## config.mk

```make
export PLATFORM = sky130hd
export DESIGN_NAME = sorter3_top
export DESIGN_NICKNAME = d
export VERILOG_FILES = /design/src/rtl/sorter3_pkg.sv /design/src/rtl/sort3_net.sv /design/src/rtl/sorter3_ctrl.sv /design/src/rtl/sorter3_dp.sv /design/src/rtl/sorter3_top.sv
export SDC_FILE = /design/constraint.sdc
export NUM_CORES = 1
export LEC_CHECK = 0
export BUFFER_PORTS_ARGS = -buffer_cell sky130_fd_sc_hd__buf_4
export CAP_MARGIN = 10
export CORE_AREA = 2 2 68 70
export CTS_CLUSTER_DIAMETER = 30
export DETAILED_ROUTE_END_ITERATION = 12
export DIE_AREA = 0 0 70 72
export GPL_ROUTABILITY_DRIVEN = 0
export PLACE_DENSITY = 0.65
export SLEW_MARGIN = 40
export SYNTH_ARGS = -nofsm -noshare
export SYNTH_HDL_FRONTEND = slang
export SYNTH_SLANG_ARGS = --single-unit
export TNS_END_PERCENT = 5
```

## constraint.sdc

```tcl
create_clock -name clk -period 6.3 [get_ports clk]
set_input_delay 0.315 -clock clk [delete_from_list [all_inputs] [get_ports clk]]
set_output_delay 0.315 -clock clk [all_outputs]
set_load 0.01 [all_outputs]
```

## src/rtl/sorter3_pkg.sv

```systemverilog
`timescale 1ns/1ps
package sorter3_pkg;
  // Strobes passed from control to datapath
  typedef struct packed {
    logic loadIn;   // capture switch operands
    logic loadOut;  // capture sorted results
    logic descend;  // swap extremes between Top and Bottom
  } strobe_t;
endpackage

```

## src/rtl/sort3_net.sv

```systemverilog
`timescale 1ns/1ps
module sort3_net #(
  parameter int W = 4
) (
  input  logic [W-1:0] a,
  input  logic [W-1:0] b,
  input  logic [W-1:0] c,
  output logic [W-1:0] maxV,
  output logic [W-1:0] midV,
  output logic [W-1:0] minV
);
  logic aGeB, aGeC, bGeC;

  always_comb begin
    aGeB = $signed(a) >= $signed(b);
    aGeC = $signed(a) >= $signed(c);
    bGeC = $signed(b) >= $signed(c);

    if (aGeB && aGeC)        maxV = a;
    else if (!aGeB && bGeC)  maxV = b;
    else                     maxV = c;

    // minimum selection reuses the same three flags (a <= b is !aGeB or equal)
    if ((!aGeB || a == b) && (!aGeC || a == c)) minV = a;
    else if (aGeB && (!bGeC || b == c))         minV = b;
    else                                        minV = c;

    // middle by modular subtraction; exact since the result fits W bits
    midV = a + b + c - maxV - minV;
  end
endmodule

```

## src/rtl/sorter3_ctrl.sv

```systemverilog
`timescale 1ns/1ps
module sorter3_ctrl
  import sorter3_pkg::*;
(
  input  logic    start,
  input  logic    finish,
  input  logic    mode,
  output strobe_t strobe
);
  always_comb begin
    strobe.loadIn  = start;
    strobe.loadOut = finish;
    strobe.descend = mode;
  end
endmodule

```

## src/rtl/sorter3_dp.sv

```systemverilog
`timescale 1ns/1ps
module sorter3_dp
  import sorter3_pkg::*;
#(
  parameter int W = 4
) (
  input  logic         clk,
  input  logic         rst,
  input  strobe_t      strobe,
  input  logic [W-1:0] inA,
  input  logic [W-1:0] inB,
  input  logic [W-1:0] inC,
  output logic [W-1:0] regA,
  output logic [W-1:0] regB,
  output logic [W-1:0] regC,
  output logic [W-1:0] outTop,
  output logic [W-1:0] outMid,
  output logic [W-1:0] outBot
);
  logic [W-1:0] maxV, midV, minV;

  always_ff @(posedge clk or posedge rst) begin
    if (rst) begin
      regA <= '0;
      regB <= '0;
      regC <= '0;
    end else if (strobe.loadIn) begin
      regA <= inA;
      regB <= inB;
      regC <= inC;
    end
  end

  sort3_net #(.W(W)) net (
    .a(regA), .b(regB), .c(regC),
    .maxV(maxV), .midV(midV), .minV(minV)
  );

  always_ff @(posedge clk or posedge rst) begin
    if (rst) begin
      outTop <= '0;
      outMid <= '0;
      outBot <= '0;
    end else if (strobe.loadOut) begin
      outTop <= strobe.descend ? minV : maxV;
      outMid <= midV;
      outBot <= strobe.descend ? maxV : minV;
    end
  end


  inLoad_chk: assert property (@(posedge clk) disable iff (rst)
    strobe.loadIn |=> (regA == $past(inA) && regB == $past(inB) && regC == $past(inC)));


  inHold_chk: assert property (@(posedge clk) disable iff (rst)
    !strobe.loadIn |=> ($stable(regA) && $stable(regB) && $stable(regC)));


  outHold_chk: assert property (@(posedge clk) disable iff (rst)
    !strobe.loadOut |=> ($stable(outTop) && $stable(outMid) && $stable(outBot)));


  midLoad_chk: assert property (@(posedge clk) disable iff (rst)
    strobe.loadOut |=> outMid == $past(midV));


  ascOrder_chk: assert property (@(posedge clk) disable iff (rst)
    (strobe.loadOut && !strobe.descend) |=>
      ($signed(outTop) >= $signed(outMid) && $signed(outMid) >= $signed(outBot)));


  descOrder_chk: assert property (@(posedge clk) disable iff (rst)
    (strobe.loadOut && strobe.descend) |=>
      ($signed(outTop) <= $signed(outMid) && $signed(outMid) <= $signed(outBot)));
endmodule

```

## src/rtl/sorter3_top.sv

```systemverilog
`timescale 1ns/1ps
module sorter3_top
  import sorter3_pkg::*;
#(
  parameter int W = 4
) (
  input  logic         clk,
  input  logic         rst,
  input  logic         start,
  input  logic         finish,
  input  logic         mode,
  input  logic [W-1:0] inA,
  input  logic [W-1:0] inB,
  input  logic [W-1:0] inC,
  output logic [W-1:0] regA,
  output logic [W-1:0] regB,
  output logic [W-1:0] regC,
  output logic [W-1:0] outTop,
  output logic [W-1:0] outMid,
  output logic [W-1:0] outBot
);
  strobe_t strobe;

  sorter3_ctrl ctrl (
    .start(start), .finish(finish), .mode(mode), .strobe(strobe)
  );

  sorter3_dp #(.W(W)) dp (
    .clk(clk), .rst(rst), .strobe(strobe),
    .inA(inA), .inB(inB), .inC(inC),
    .regA(regA), .regB(regB), .regC(regC),
    .outTop(outTop), .outMid(outMid), .outBot(outBot)
  );
endmodule

```

==> results.cfg, run 1 <==
[outcome]
status = finished, final reports clean

[worst_setup_path]
critPathTopFamily = adder cells
worstPathRequired_ns = 6.51
cpMostUsedCell = fa_1
cp-end-kind = register
max_stage_delay_ns = 0.54
crit_buf_inv = 3
crit_fanout = 6
critPathLaunchType = register
critPathKind = reg2reg
cp_slowest_cell = dfrtp_1
cp.arrival_ns = 5.72
worstPathCellList = inv_1 > ha_1 > nor2b_4 > o211ai_1 > a21boi_0 > or2_2 > a31oi_1 > inv_1 > fa_1 > fa_1 > fa_1 > ha_1 > inv_1 > fa_1 > xnor2_1 > xnor2_1 > xnor2_1 > a21oi_1 > or3_1 > a31oi_1

[die]
die_area_um2 = 5040
die_height_um = 72
io_pins = 41
start_util = 0.434
core-area_um2 = 4260
fp-row-count = 24
fp.dieW_um = 70

[routing]
dr.pass1.iters = 4
ant_nets = 0
drt_iter0_drc = 46
routedWlPerCell_um = 15.1
remaining_drc_errors = 0
vias = 1551
routed_via_density = 5.40
wl_mm = 4.33

[grt]
grt_usage = 0.180
antenna_found_initial = 0
grt_max_degree = 25
grt_pass1_wl_mm = 7.22
first_global_vias = 1527
grt_overflow_total = 0

[cts]
cts_buffers = 3
clk_path_buf_depth = 2
cts_setup_buffers = 0
cts_tree = built
clkSinkCount = 24
cts_hold_buf = 0
h-tree-depth = 1
path_clk_slew_ns = 0.09
cts.repair.resized = 0
clk_latency_ns = 0.28
ctsRootBufferMaster = clkbuf_8

[timing]
worstMarginPinSlew_ns = 0.587
setup_violations = 0
finalHoldViolations = 0
fin_setup_tns_ns = 0
slew_headroom = 0.605
fmax_ghz = 0.181
slew_violations = 0
rsz0062_at_grt = false
fin_crit_sh = 0.875
clock_skew_ns = 0.00309
fin_crit_ns = 5.51

[yosys]
syn_avg_cell_area_um2 = 9.39
syn_inst = 197
netlist.area_leader.share = 0.325
synth_sequential_area_ratio = 0.325
yosys_warnings = 0
synthTopCellsByArea = dfrtp_1 32%, fa_1 9.7%, ha_1 9.5%, mux2i_1 6.0%, inv_1 5.1%
syn_nets = 237
synth_edf_count = 0
ys.flop_type = dfrtp_1
synth.distinct_cells = 39
ys_async_sr_fraction = 1.00
ys_seq_elements = 24
synth_top_cell_by_area = dfrtp_1
syn_area_um2 = 1850

[cells_and_area]
finalNetCount = 276
finish.utilization = 0.525
fin_cells = 287
syn_to_final_growth_pct = 21.1
final_cell_area_um2 = 2240
mostFrequentLayoutCells = 40 x buf_4, 24 x inv_1, 24 x dfrtp_1, 16 x o21ai_0
drive_gt1_frac = 0.243
final_common_cell = buf_4
antenna_cells = 0

[power]
ir_drop_mv = 0.138
power_mw = 0.936
leakagePower_nw = 1.08
powerDensity_nw_per_um2 = 418

[placement]
dp_cells = 283
placed_area_um2 = 2180
hpwl_mm = 3.40
io_buffers = 40

[run]
max-cap-violations = 0

[min_path]
hold_path.class = in2async
==> registers in the layout, summed over array words and instances, names as in the netlist <==
register and flops:
dp.regA 4, dp.outTop 4, dp.outMid 4, dp.regB 4
dp.outBot 4, dp.regC 4
==> power by group <==
group	leakage, nW	switching, mW	internal, mW
logic	0.774	0.302	0.299
clock network	0.0288	0.0541	0.0560
registers	0.280	0.0313	0.195
==> per-stage QoR <==
step / worst slack, ns / hold WS, ns
after global placement: 0.853 / 0.501
after global routing: 0.456 / 0.123
after detailed placement: 0.803 / 0.389
after CTS: 0.787 / 0.0866
after floorplan: 1.29 / 0.330
final: 0.787 / 0.0663
==> worst paths after layout <==
check | to | startpoint | slack [ns] | cells past startpoint
min in group clk | dp.regC[2] | inC[2] | 0.24 | 3
max in group asynchronous | dp.outBot[0] | rst | 5.89 | 2
min reg2reg | dp.outMid[1] | dp.outMid[1] | 0.51 | 1
max | dp.outMid[3] | dp.regB[1] | 0.79 | 20
max reg2reg | dp.outMid[3] | dp.regB[1] | 0.79 | 20
min | dp.regB[2] | rst | 0.07 | 2
==> kinds of logic after synthesis <==
logic type | Yosys count | share of synthesized area
AO/OA/AOI/OAI | 45 | 0.147
buffers and inverters | 31 | 0.0670
AND/OR/NAND/NOR | 52 | 0.149
multiplexers | 16 | 0.0920
flip-flops | 24 | 0.325
XOR/XNOR | 6 | 0.0284
adder cells (fa/ha/maj) | 23 | 0.192
==> cell usage after synthesis, drive strengths merged, types with 2 or more instances <==
cell type / instances
o32ai: 4
buf: 2
and3: 2
nor3: 5
mux2: 5
nand4: 3
a21oi: 13
nor3b: 2
o21ai: 16
a31oi: 5
clkbuf: 4
fa: 9
mux2i: 11
nor2b: 3
dfrtp: 24
nand3: 5
ha: 14
nand2: 11
nor2: 14
xnor2: 6
inv: 25
==> final cells by class <==
class | count | area (um^2)
Timing Repair Buffer | 40 | 300
Tap cell | 52 | 65.1
Sequential cell | 24 | 601
Fill cell | 414 | 2020
Clock buffer | 4 | 55.1
Multi-Input combinational cell | 142 | 1120
Inverter | 25 | 93.8
==> routing by layer <==
metal / GRT usage / vias to the layer above / wire (um) / part of all wire
met2: 0.313 / 50 / 2030 / 0.47
met4: 0.0406 / 0 / 48 / 0.011
met1: 0.241 / 730 / 2050 / 0.47
met5: 0 / - / 0 / 0
li1: - / 767 / - / -
met3: 0.0264 / 4 / 205 / 0.047
Power figures use the tool's default switching activity.
==> run 2, diff against run 1 <==
--- a/config.mk
+++ b/config.mk
@@ -12,7 +12,7 @@
 export DETAILED_ROUTE_END_ITERATION = 12
 export DIE_AREA = 0 0 70 72
 export GPL_ROUTABILITY_DRIVEN = 0
-export PLACE_DENSITY = 0.65
+export PLACE_DENSITY = 0.72
 export SLEW_MARGIN = 40
 export SYNTH_ARGS = -nofsm -noshare
 export SYNTH_HDL_FRONTEND = slang
==> run 2 against run 1 <==
Utilization up 0.38 points. Non-clock buffer count unchanged. Fmax down 1.2%. Via count up 3.3%. Total power up 4.8%. Sequential power about the same. Critical path depth unchanged. Register-to-register slack worse by 0.07 ns. Count of clock-buffer cells in the layout down 1.
==> results.cfg, run 2 (same netlist as run 1, synthesis figures left out) <==
[worst_setup_path]
cp-end-kind = register
critPathLaunchType = register
max_stage_delay_ns = 0.53
worstPathRequired_ns = 6.51
cp.arrival_ns = 5.79
cpMostUsedCell = fa_1
cp_slowest_cell = dfrtp_1
crit_fanout = 6
crit_buf_inv = 3
critPathKind = reg2reg
worstPathCellList = inv_1 > ha_1 > nor2b_4 > o211ai_1 > a21boi_0 > or2_2 > a31oi_1 > inv_1 > fa_1 > fa_1 > fa_1 > ha_1 > inv_1 > fa_1 > xnor2_1 > xnor2_1 > xnor2_1 > a21oi_1 > or3_1 > a31oi_1
critPathTopFamily = adder cells

[die]
start_util = 0.434
fp.dieW_um = 70
die_area_um2 = 5040
io_pins = 41
fp-row-count = 24
core-area_um2 = 4260
die_height_um = 72

[grt]
grt_usage = 0.192
grt_overflow_total = 0
first_global_vias = 1627
antenna_found_initial = 0
grt_max_degree = 25
grt_pass1_wl_mm = 7.67

[timing]
finalHoldViolations = 0
fin_crit_sh = 0.886
slew_violations = 0
setup_violations = 0
rsz0062_at_grt = false
clock_skew_ns = 0.00216
fin_setup_tns_ns = 0
fmax_ghz = 0.179
worstMarginPinSlew_ns = 0.626
fin_crit_ns = 5.58
slew_headroom = 0.579

[cells_and_area]
drive_gt1_frac = 0.243
antenna_cells = 0
syn_to_final_growth_pct = 22.0
mostFrequentLayoutCells = 40 x buf_4, 24 x inv_1, 24 x dfrtp_1, 16 x o21ai_0
fin_cells = 287
finalNetCount = 276
final_common_cell = buf_4

[routing]
drt_iter0_drc = 77
remaining_drc_errors = 0
routed_via_density = 5.58
dr.pass1.iters = 4
routedWlPerCell_um = 16.1
vias = 1602
ant_nets = 0
wl_mm = 4.61

[cts]
h-tree-depth = 1
cts_buffers = 3
cts_tree = built
cts_hold_buf = 0
ctsRootBufferMaster = clkbuf_8
cts.repair.resized = 0
cts_setup_buffers = 0
path_clk_slew_ns = 0.09
clk_latency_ns = 0.28
clkSinkCount = 24
clk_path_buf_depth = 2

[power]
leakagePower_nw = 1.09
ir_drop_mv = 0.157
powerDensity_nw_per_um2 = 435

[placement]
dp_cells = 283
hpwl_mm = 3.58
io_buffers = 40

[min_path]
hold_path.class = in2async

[outcome]
status = finished, final reports clean

[run]
max-cap-violations = 0
-- run 2: changes by cell type in the layout (fill, tap and decap cells not counted) --
cell / previous run / this run
clkbuf_8: 4 / 3
bufinv_16: 0 / 1
-- run 2: final timing paths --
check	start	end	slack [ns]	cells after the start
max	dp.regB[1]	dp.outMid[3]	0.72	20
min	rst	dp.regA[3]	0.07	2
max reg2reg	dp.regB[1]	dp.outMid[3]	0.72	20
min reg2reg	dp.outMid[0]	dp.outMid[0]	0.52	1
max in group asynchronous	rst	dp.outTop[1]	5.88	2
min in group clk	inA[2]	dp.regA[2]	0.24	3
-- run 2: cell type report --
class                   count  area (um^2)
clock buffers               3         41.3
clock inverters             1         30.0
fillers                   415         2010
inverters                  25         93.8
multi-input cells         142         1120
flip-flops and latches     24          601
well taps                  52         65.1
repair buffers             40          300
-- run 2: per-stage QoR --
| stage | util | hold slack [ns] | cell area (um^2) | power [mW] | worst slack [ns] |
|---|---|---|---|---|---|
| global placement | 0.512 | 0.498 | 2180 | 0.829 | 0.847 |
| floorplan | - | 0.330 | 1850 | 0.678 | 1.29 |
| detailed placement | 0.512 | 0.399 | 2180 | 0.846 | 0.809 |
| finish | 0.529 | 0.0699 | 2260 | 0.981 | 0.718 |
| CTS | 0.529 | 0.0985 | 2260 | 0.990 | 0.762 |
| global route | 0.529 | 0.113 | 2260 | 1.08 | 0.379 |
-- run 2: report_power, final --
group / total, mW / leakage, nW / switching, mW / internal (mW)
Clock: 0.142 / 0.0357 / 0.0564 / 0.0851
Sequential: 0.227 / 0.280 / 0.0319 / 0.195
Combinational: 0.613 / 0.774 / 0.311 / 0.302
-- run 2: metal layers --
metal  vias up  GRT usage  routed length, um
li1        759          -                  -
met1       763      0.251               2060
met2        75      0.333               2210
met3         5     0.0347                299
met4         0     0.0470                 42
met5         -          0                  0
==> run 3, diff against run 2 <==
--- a/config.mk
+++ b/config.mk
@@ -7,12 +7,12 @@
 export LEC_CHECK = 0
 export BUFFER_PORTS_ARGS = -buffer_cell sky130_fd_sc_hd__buf_4
 export CAP_MARGIN = 10
-export CORE_AREA = 2 2 68 70
+export CORE_AREA = 2 2 62 64
 export CTS_CLUSTER_DIAMETER = 30
 export DETAILED_ROUTE_END_ITERATION = 12
-export DIE_AREA = 0 0 70 72
+export DIE_AREA = 0 0 64 66
 export GPL_ROUTABILITY_DRIVEN = 0
-export PLACE_DENSITY = 0.72
+export PLACE_DENSITY = 0.83
 export SLEW_MARGIN = 40
 export SYNTH_ARGS = -nofsm -noshare
 export SYNTH_HDL_FRONTEND = slang
==> run 3 against run 2 <==
Global-route usage grew 4.0 points. Routed wire length shrank 6.3%. Die area is 16% lower. Critical endpoint unchanged. Fmax down 0.34%. Count of clock-buffer cells in the layout unchanged. The run now ends with hold timing left. Largest power group unchanged. Utilization up 10 points. Via count is 2.6% lower. Highest routed layer unchanged.
==> results.cfg, run 3 (same netlist as run 1, synthesis figures left out) <==
[outcome]
status = finished with violations
violations = hold timing

[cells_and_area]
finish.utilization = 0.629
antenna_cells = 0
finalNetCount = 276
mostFrequentLayoutCells = 40 x buf_4, 24 x inv_1, 24 x dfrtp_1, 16 x o21ai_0
drive_gt1_frac = 0.243
fillCellCount = 308
syn_to_final_growth_pct = 20.7
multi_input_area_um2 = 1120
final_common_cell = buf_4
final_cell_area_um2 = 2230
final-seq-area_um2 = 601

[worst_setup_path]
crit_buf_inv = 3
critPathKind = reg2reg
cp.arrival_ns = 5.88
critPathLaunchType = register
crit_fanout = 6
worstPathCellList = inv_1 > ha_1 > nor2b_4 > o211ai_1 > a21boi_0 > or2_2 > a31oi_1 > inv_1 > fa_1 > fa_1 > fa_1 > ha_1 > inv_1 > fa_1 > xnor2_1 > xnor2_1 > xnor2_1 > a21oi_1 > or3_1 > a31oi_1
worstPathRequired_ns = 6.58
worstReg2RegEnd = dp.outMid[3]
cpMostUsedCell = fa_1
critPathTopFamily = adder cells
r2r_slack_ns = 0.70
cp_slowest_cell = fa_1
max_stage_delay_ns = 0.54
cp-end-kind = register
timing.rr.start = dp.regB[1]
r2r_cells = 20

[power]
clkPwrFrac = 0.120
p_int_mw = 0.566
power_switching_mw = 0.402
leakagePower_nw = 1.08
pwr-share-comb = 0.647
switching_share = 0.415
ir_drop_mv = 0.168
power_mw = 0.968
powerDensity_nw_per_um2 = 434
seq_power_share = 0.233

[cts]
path_clk_slew_ns = 0.14
cts.repair.resized = 0
ctsRootBufferMaster = clkbuf_4
cts_hold_buf = 0
cts_tree = built
clk_path_buf_depth = 2
h-tree-depth = 1
cts_buffers = 3
cts_setup_buffers = 0
clkSinkCount = 24
clk_latency_ns = 0.34

[routing]
wl_mm = 4.32
drt_iter0_drc = 56
vias = 1560
remaining_drc_errors = 0
dr.pass1.iters = 4
ant_nets = 0
routed_via_density = 5.51
routedWlPerCell_um = 15.3

[timing]
clock_skew_ns = 0.00695
worstMarginPinSlew_ns = 0.608
fin_hold_ws_ns = -0.0194
fin_crit_ns = 5.60
fin_crit_sh = 0.889
slew_headroom = 0.591
fin_setup_tns_ns = 0
setup_violations = 0
rsz0062_at_grt = false
finalHoldViolations = 24
slew_violations = 0
fmax_ghz = 0.179

[die]
fp.dieW_um = 64
die_height_um = 66
fp-row-count = 22
io_pins = 41
die_area_um2 = 4220
start_util = 0.521
core-area_um2 = 3550

[grt]
antenna_found_initial = 0
first_global_vias = 1519
grt_pass1_wl_mm = 7.52
grt_usage = 0.232
grt_max_degree = 25
grt_overflow_total = 0

[placement]
io_buffers = 40
placed_area_um2 = 2180
hpwl_mm = 3.52

[run]
max-cap-violations = 0

[min_path]
hold_path.class = in2async
[run 3: cell types whose count changed in the layout (fill, tap and decap cells not counted)]
| cell | before | now |
|---|---|---|
| clkbuf_4 | 0 | 3 |
| clkbuf_8 | 3 | 0 |
[run 3: per-layer routing]
layer  vias to the layer above  GRT usage  share of wire
met3                         5     0.0273          0.063
met1                       722      0.308           0.43
li1                        767          -              -
met2                        66      0.404           0.49
met4                         0     0.0598          0.014
met5                         -          0              0
[run 3: final cells by class]
cell class | count | share of cell area
tap | 48 | 0.0269
timing repair buffer | 40 | 0.135
clock inverter | 1 | 0.0135
multi-input combinational | 142 | 0.504
sequential | 24 | 0.269
clock buffer | 3 | 0.0101
inverter | 25 | 0.0420
[run 3: through the flow]
stage | worst slack (ns) | std cells
detailed placement | 0.759 | 279
finish | 0.699 | 283
CTS | 0.732 | 283
global route | 0.373 | 283
floorplan | 1.29 | 197
global placement | 0.929 | 279
[run 3: power groups by stage]
| stage | clock network (mW) | logic (mW) | registers, mW |
|---|---|---|---|
| after floorplan | 0 | 0.437 | 0.241 |
| after global routing | 0.126 | 0.705 | 0.231 |
| final | 0.117 | 0.626 | 0.225 |
| after detailed placement | 0 | 0.626 | 0.229 |
| after CTS | 0.116 | 0.632 | 0.226 |
| after global placement | 0 | 0.598 | 0.228 |
[run 3: how the worst max path moves through the flow]
stage | from | end | slack, ns | cells after the start
finish | dp.regB[1] | dp.outMid[3] | 0.70 | 20
floorplan | dp.regB[1] | dp.outMid[3] | 1.29 | 20
detailed placement | dp.regB[1] | dp.outMid[3] | 0.76 | 20
CTS | dp.regB[1] | dp.outMid[3] | 0.73 | 20
global placement | dp.regB[1] | dp.outMid[3] | 0.93 | 20
global route | dp.regB[1] | dp.outMid[3] | 0.37 | 20
